## config.mk

```make
export PLATFORM = sky130hd
export DESIGN_NAME = can_stuff_codec
export DESIGN_NICKNAME = d
export VERILOG_FILES = /design/src/rtl/can_stuff_pkg.sv /design/src/rtl/can_run_tracker.sv /design/src/rtl/can_stuff_tx.sv /design/src/rtl/can_destuff_rx.sv /design/src/rtl/can_stuff_codec.sv
export SDC_FILE = /design/constraint.sdc
export NUM_CORES = 1
export LEC_CHECK = 0
export BUFFER_PORTS_ARGS = -buffer_cell sky130_fd_sc_hd__buf_2
export CORE_MARGIN = 8
export CORE_UTILIZATION = 46
export CTS_CLUSTER_SIZE = 10
export DETAILED_ROUTE_END_ITERATION = 8
export PLACE_DENSITY_LB_ADDON = 0.3
export SYNTH_ARGS = -nofsm -noshare
export SYNTH_HDL_FRONTEND = slang
export SYNTH_HIERARCHICAL = 1
export SYNTH_SLANG_ARGS = --single-unit
```

## constraint.sdc

```tcl
create_clock -name clk -period 1.5 [get_ports clk]
set_input_delay 0.3 -clock clk [delete_from_list [all_inputs] [get_ports clk]]
set_output_delay 0.3 -clock clk [all_outputs]
set_load 0.05 [all_outputs]
```

## src/rtl/can_stuff_pkg.sv

```systemverilog
`timescale 1ns/1ps
package can_stuff_pkg;

  // Transmit action taken on a tick
  typedef enum logic [1:0] {
    TXA_IDLE  = 2'd0,
    TXA_DATA  = 2'd1,
    TXA_STUFF = 2'd2
  } tx_act_e;

  // Receive outcome of a sampled bit
  typedef enum logic [1:0] {
    RXA_DATA  = 2'd0,
    RXA_DROP  = 2'd1,
    RXA_FAULT = 2'd2
  } rx_act_e;

  function automatic int unsigned run_width(input int unsigned limit);
    return $clog2(limit + 1);
  endfunction

endpackage

```

## src/rtl/can_run_tracker.sv

```systemverilog
`timescale 1ns/1ps
module can_run_tracker #(
  parameter int unsigned RUN_LIMIT = 5,
  parameter int unsigned CNT_W     = 3
) (
  input  logic clk,
  input  logic rst_n,
  input  logic step,
  input  logic clear,
  input  logic bit_in,
  output logic last_bit,
  output logic at_limit
);
  localparam logic [CNT_W-1:0] LIM = CNT_W'(RUN_LIMIT);

  logic [CNT_W-1:0] run_len;

  always_ff @(posedge clk) begin
    if (!rst_n) begin
      run_len  <= '0;
      last_bit <= 1'b1;
    end else if (step) begin
      last_bit <= bit_in;
      if (clear)
        run_len <= '0;
      else if (run_len != '0 && bit_in == last_bit)
        run_len <= run_len + 1'b1;
      else
        run_len <= CNT_W'(1);
    end
  end

  assign at_limit = (run_len == LIM);
endmodule

```

## src/rtl/can_stuff_tx.sv

```systemverilog
`timescale 1ns/1ps
module can_stuff_tx
  import can_stuff_pkg::*;
#(
  parameter int unsigned RUN_LIMIT = 5,
  parameter int unsigned CNT_W     = 3
) (
  input  logic clk,
  input  logic rst_n,
  input  logic bit_tick,
  input  logic stuff_en,
  input  logic src_valid,
  input  logic src_bit,
  output logic src_ready,
  output logic line_tx
);
  tx_act_e act;
  logic    last_bit, at_limit, next_bit, clr;

  always_comb begin
    if (at_limit)       act = TXA_STUFF;
    else if (src_valid) act = TXA_DATA;
    else                act = TXA_IDLE;
  end

  always_comb begin
    unique case (act)
      TXA_STUFF: next_bit = ~last_bit;
      TXA_DATA:  next_bit = src_bit;
      default:   next_bit = 1'b1;
    endcase
  end

  assign clr       = (act == TXA_IDLE) || (act == TXA_DATA && !stuff_en);
  assign src_ready = bit_tick && !at_limit;

  can_run_tracker #(.RUN_LIMIT(RUN_LIMIT), .CNT_W(CNT_W)) u_run (
    .clk      (clk),
    .rst_n    (rst_n),
    .step     (bit_tick),
    .clear    (clr),
    .bit_in   (next_bit),
    .last_bit (last_bit),
    .at_limit (at_limit)
  );

  always_ff @(posedge clk) begin
    if (!rst_n)        line_tx <= 1'b1;
    else if (bit_tick) line_tx <= next_bit;
  end
endmodule

```

## src/rtl/can_destuff_rx.sv

```systemverilog
`timescale 1ns/1ps
module can_destuff_rx
  import can_stuff_pkg::*;
#(
  parameter int unsigned RUN_LIMIT = 5,
  parameter int unsigned CNT_W     = 3
) (
  input  logic clk,
  input  logic rst_n,
  input  logic bit_tick,
  input  logic stuff_en,
  input  logic line_rx,
  output logic rx_valid,
  output logic rx_bit,
  output logic rx_stuff_err
);
  rx_act_e act;
  logic    last_bit, at_limit, clr;

  always_comb begin
    if (!at_limit)               act = RXA_DATA;
    else if (line_rx == last_bit) act = RXA_FAULT;
    else                         act = RXA_DROP;
  end

  assign clr = (act == RXA_FAULT) || (act == RXA_DATA && !stuff_en);

  can_run_tracker #(.RUN_LIMIT(RUN_LIMIT), .CNT_W(CNT_W)) u_run (
    .clk      (clk),
    .rst_n    (rst_n),
    .step     (bit_tick),
    .clear    (clr),
    .bit_in   (line_rx),
    .last_bit (last_bit),
    .at_limit (at_limit)
  );

  always_ff @(posedge clk) begin
    if (!rst_n) begin
      rx_valid     <= 1'b0;
      rx_bit       <= 1'b1;
      rx_stuff_err <= 1'b0;
    end else begin
      rx_valid     <= bit_tick && (act == RXA_DATA);
      rx_stuff_err <= bit_tick && (act == RXA_FAULT);
      if (bit_tick) rx_bit <= line_rx;
    end
  end
endmodule

```

## src/rtl/can_stuff_codec.sv

```systemverilog
`timescale 1ns/1ps
module can_stuff_codec
  import can_stuff_pkg::*;
#(
  parameter int unsigned RUN_LIMIT = 5
) (
  input  logic clk,
  input  logic rst_n,
  input  logic bit_tick,
  input  logic tx_stuff_en,
  input  logic src_valid,
  input  logic src_bit,
  output logic src_ready,
  output logic line_tx,
  input  logic rx_stuff_en,
  input  logic line_rx,
  output logic rx_valid,
  output logic rx_bit,
  output logic rx_stuff_err
);
  localparam int unsigned CNT_W = run_width(RUN_LIMIT);

  can_stuff_tx #(.RUN_LIMIT(RUN_LIMIT), .CNT_W(CNT_W)) u_tx (
    .clk       (clk),
    .rst_n     (rst_n),
    .bit_tick  (bit_tick),
    .stuff_en  (tx_stuff_en),
    .src_valid (src_valid),
    .src_bit   (src_bit),
    .src_ready (src_ready),
    .line_tx   (line_tx)
  );

  can_destuff_rx #(.RUN_LIMIT(RUN_LIMIT), .CNT_W(CNT_W)) u_rx (
    .clk          (clk),
    .rst_n        (rst_n),
    .bit_tick     (bit_tick),
    .stuff_en     (rx_stuff_en),
    .line_rx      (line_rx),
    .rx_valid     (rx_valid),
    .rx_bit       (rx_bit),
    .rx_stuff_err (rx_stuff_err)
  );
endmodule

```

After elaboration in Yosys (flattened, before gate mapping)

Cells that the tools add are included.

Order comparisons: 0
Bitwise operators: 1
Shift-type cells: 0
Reduce and logical (&&, ||, !) cells: 16
Muxes and demuxes: 9
Add/subtract/negate cells: 2
Divide/modulo/power cells: 0
Multiply operators: 0
Equality and inequality tests: 7

Operators with widths:

| kind                | number |
|---|---|
| $mux 3              | 4 |
| $logic_and 1x1->1   | 7 |
| $add 3x1->3 const B | 2 |
| $eq 3x3->1 const B  | 2 |
| $mux 2              | 3 |
| $reduce_bool 3->1   | 2 |
| $eq 2x2->1 const B  | 2 |
| $logic_not 2->1     | 2 |
| $logic_not 1->1     | 3 |
| $eq 1x1->1          | 2 |
| $eq 2x1->1 const B  | 1 |
| $logic_or 1x1->1    | 2 |
| $pmux 1 s2          | 1 |
| $mux 1              | 1 |
| $not 1->1           | 1 |

Output and inout bits: 5
Word-level logic and storage cells: 41
Latch bits: 0
Input port bits: 8
Memories kept: 0
ROM bits: 0
Bits in registers: 10
Memory bits (writable): 0

Logic depth before layout (Yosys ltp)

Word-level depth: 8
Mapped depth: 8
Gate-level depth less buffers: 8

Cells and area by module

The synthesis kept the hierarchy.

By module, submodules not included:

| module          | instances | area each (µm²) | cells each |
|---|---|---|---|
| can_run_tracker | 2         | 241.5           | 28 |
| can_destuff_rx  | 1         | 108.9           | 11 |
| can_stuff_tx    | 1         | 71.3            | 8 |

Worst setup path before layout

Ideal clock, no wire load.

Path kind: register to output
From: reg u_tx.u_run.run_len[1]
To: out src_ready
Buffers on the path: 0
Setup slack: -0.244 ns
Stages on the path, launching flop included: 5
Required time: 1.200 ns
Data arrival time: 1.444 ns
Cell sequence: dfxtp_1 > inv_1 > ha_1 > and2_1 > nor2b_1

Longest elaborated chain between the ends: 3

Ends and longest elaborated chain:

| what                    | RTL line              | RTL |
|---|---|---|
| from (decl)             | can_run_tracker.sv:16 | `logic [CNT_W-1:0] run_len;` |
| from (signal assigned)  | can_run_tracker.sv:27 | `run_len <= run_len + 1'b1;` |
| $eq 3x3->1              | can_run_tracker.sv:33 | `assign at_limit = (run_len == LIM);` |
| named net u_tx.at_limit | can_stuff_tx.sv:18    | `logic last_bit, at_limit, next_bit, clr;` |
| $logic_not 1->1         | can_stuff_tx.sv:35    | `assign src_ready = bit_tick && !at_limit;` |
| $logic_and 1x1->1       | can_stuff_tx.sv:35    |  |
| to (decl)               | can_stuff_codec.sv:13 | `output logic src_ready,` |

The timed path passes the listed nets, and every way through them passes these cells.

Worst setup path after layout

Same ends and word-level chain as after synthesis.

==> impl_metrics.env <==
export IMPL_path_cells="inv_2 -> ha_4 -> and2_4 -> buf_6 -> nor2b_4 -> buf_6"
export IMPL_report_final_hold_viol_count=0
export IMPL_ys_async_sr_fraction_pct=0
export IMPL_synth_edff_count=0
export IMPL_postRouteWirelength_mm=1.37
export IMPL_place_detailed_instances=108
export IMPL_fin_setup_tns_ns=-0.188
export IMPL_htree_levels=1
export IMPL_hold_path_class="in2reg"
export IMPL_min_period_ns=1.61
export IMPL_cts_sinks=12
export IMPL_post_synth_top_area_share_pct=36.2
export IMPL_synth_ff_latch_count=12
export IMPL_port_buffer_count=12
export IMPL_result_of_the_run="finished with violations"
export IMPL_std_cell_rows=13
export IMPL_post_place_ws_ns=-0.0995
export IMPL_worst_ir_drop_vdd_v=0.000615
export IMPL_worst_slew_pin_transition_ns=0.368
export IMPL_slowest_delay_ns=0.33
export IMPL_core_area_sq_um=1320
export IMPL_vias=582
export IMPL_clock_tree_from_tritoncts="built"
export IMPL_wl_per_cell_microns=12.3
export IMPL_max_cap_violations=0
export IMPL_drtPass1Iterations=4
export IMPL_design_power_total_w=0.000638
export IMPL_dp_final_hpwl_mm=1.01
export IMPL_post_synth_num_cell_types=21
export IMPL_final_min_period_over_clock_period_pct=108
export IMPL_clock_skew_ns=0.000629
export IMPL_most_common_flop_cell_mapped_by_yosys="dfxtp_1"
export IMPL_io_pin_count=13
export IMPL_layout_drive_gt1_share_pct=39.2
export IMPL_p_per_area_nw_per_um2=712
export IMPL_failing_checks="negative setup slack"
export IMPL_critical_path_max_fanout=3
export IMPL_design_die_area_sq_um=2910
export IMPL_wire_length_of_the_first_global_routing_pass_mm=2.06
export IMPL_multi_input_comb_area_sq_um=454
export IMPL_clock_insertion_delay_worst_skew_ns=0.26
export IMPL_final_fill_count=101
export IMPL_synth_area_sq_um=663
export IMPL_synthesis_instances=75
export IMPL_die_width_microns=54.0
export IMPL_setup_repair_after_global_routing_missed_its_margin="yes"
export IMPL_antennaDiodeCount=0
export IMPL_die_h_microns=54.0
export IMPL_yosysSeqAreaShare_pct=36.2
export IMPL_grt_total_usage_pct=9.58
export IMPL_layoutNonFillerInstCount=112
export IMPL_setup_violations=2
export IMPL_maxClockFrequency_mhz=619
export IMPL_most_repeated_cell_in_the_gate_level_netlist_after_synthesis="dfxtp_1"
export IMPL_slew_violations=0
export IMPL_finalWorstSetupSlack_ns=-0.115
export IMPL_syn_nets=89
export IMPL_seqCellArea_sq_um=244
export IMPL_place_congestion=0.763
export IMPL_ys_warn_count=6
export IMPL_via_count_of_the_first_global_routing_pass=526
export IMPL_viasPerCell=5.20
export IMPL_critPathKind="reg2out"
export IMPL_grt_ovfl_total=0
export IMPL_first_iter_violations=15
export IMPL_p_leak_nw=0.410
export IMPL_postRouteAntennaNets=0
export IMPL_yosys_top_cells_count="dfxtp_1 (12), inv_1 (9), a21oi_1 (6), ha_1 (6), nand2_1 (6)"
export IMPL_worst_setup_path_end_kind="output pin"
export IMPL_root_buffer="clkbuf_4"
export IMPL_pin_count_of_the_biggest_net_entering_global_routing=11
export IMPL_critPathArrivalTime_ns=1.31
export IMPL_finish_net_count=113
export IMPL_critical_path_most_common_cell="buf_6"
export IMPL_clk_pin_slew_ns=0.07
export IMPL_remaining_drc_errors=0
export IMPL_critical_path_slowest_cell="dfxtp_2"
export IMPL_numCtsBuffers=3
export IMPL_ctsLongestPathBuffers=2
export IMPL_start_kind="register"
export IMPL_synth_top_cells_by_area="dfxtp_1 (36%), ha_1 (11%), mux2i_1 (6.0%), inv_1 (5.1%), nor2b_1 (4.7%)"
export IMPL_relSlewSlack_pct=75.3
export IMPL_required_ns=1.20
export IMPL_antenna_violations_before_repair=0
export IMPL_initial_utilization_pct=50.3
export IMPL_yosysTopAreaCell="dfxtp_1"
export IMPL_layout_area_overhead_vs_synth_pct=35.1
export IMPL_syn_avg_cell_area_sq_um=8.84
-- per-layer routing --
metal / global-route usage [%] / up-vias / routed length (microns)
li1: - / 306 / -
met2: 14.9 / 10 / 677
met4: 6.15 / 0 / 13
met3: 3.58 / 2 / 69
met1: 10.8 / 264 / 612
met5: 0 / - / 0
-- cell families after synthesis --
group           Yosys count  share of synthesized area (%)
compound gates           14                           14.5
xor+xnor                  3                           3.96
fa+ha+maj                 6                           11.3
buf+inv                   9                           5.09
flops                    12                           36.2
mux                       4                           6.04
simple gates             27                           22.8
-- per-stage QoR --
stage                     area [sq um]  util (%)  hold slack (ns)
final                              896      68.0            0.306
after floorplan                    693         -            0.362
after global routing               896      68.0            0.306
after detailed placement           817      62.0            0.471
after global placement             817      62.0            0.448
after CTS                          862      65.4            0.302
-- path summary, 6_finish.rpt --
kind	slack, ns	endpoint	startpoint	depth (start not counted)
max reg2reg	-0.07	u_tx/u_run/run_len[0]$_SDFFE_PN0P_	u_tx/u_run/run_len[1]$_SDFFE_PN0P_	8
min reg2reg	0.47	u_rx/u_run/run_len[1]$_SDFFE_PN0P_	u_rx/u_run/run_len[1]$_SDFFE_PN0P_	2
min	0.31	u_rx/u_run/last_bit$_SDFFE_PN1P_	rst_n	2
max	-0.11	src_ready	u_tx/u_run/run_len[1]$_SDFFE_PN0P_	6
-- cell type report --
cell class,count,share of cell area [%]
Multi-Input combinational cell,54,50.7
Sequential cell,12,27.2
Timing Repair Buffer,19,13.7
Inverter,9,3.77
Clock buffer,3,2.51
Tap cell,15,2.09
-- state kept, by name, summed over array words and instances (netlist names) --
name and flops:
u_rx/rx_valid 1, u_rx/u_run/last_bit 1, u_tx/u_run/run_len 3, u_tx/line_tx 1, u_rx/u_run/run_len 3, u_rx/rx_bit 1, u_rx/rx_stuff_err 1, u_tx/u_run/last_bit 1
-- cells in the final DEF, fill, tap and decap left out, types with 2 or more instances in the layout --
| cell | synthesis | layout |
|---|---|---|
| nor3b_2 | 1 | 2 |
| buf_4 | 0 | 6 |
| ha_1 | 6 | 5 |
| and2_4 | 0 | 2 |
| mux2i_1 | 4 | 3 |
| nand2b_1 | 2 | 2 |
| a311oi_1 | 2 | 2 |
| nor2b_1 | 5 | 3 |
| a21oi_1 | 6 | 4 |
| nand4_1 | 4 | 4 |
| buf_2 | 0 | 11 |
| inv_1 | 9 | 8 |
| nand2_1 | 6 | 6 |
| clkbuf_4 | 0 | 3 |
| nor2_1 | 4 | 4 |
| dfxtp_1 | 12 | 9 |
| o21a_1 | 2 | 2 |
| a21oi_2 | 0 | 2 |
| dfxtp_2 | 0 | 3 |
| buf_6 | 0 | 2 |
-- timing repair --
item,in CTS,in global routing
gates resized for setup,4,9
gates cloned,0,0
hold buffers,0,0
pin swaps,2,1
setup endpoints to repair,4,7
buffers inserted,1,0
-- worst max-delay path: cells and delay by family, from the launching register on --
family	cells	cell delay (ns)
adder cells (fa/ha/maj)	1	0.14
buffers and inverters	3	0.32
AND/OR/NAND/NOR	2	0.26
flip-flops	1	0.33
-- where the power goes --
part           total [W]  internal (W)  switching, W
clock           0.000184     0.0000926     0.0000917
combinational   0.000117     0.0000457     0.0000711
sequential      0.000337      0.000329    0.00000802
total           0.000638      0.000467      0.000171
(Power assumes the default switching activity.)
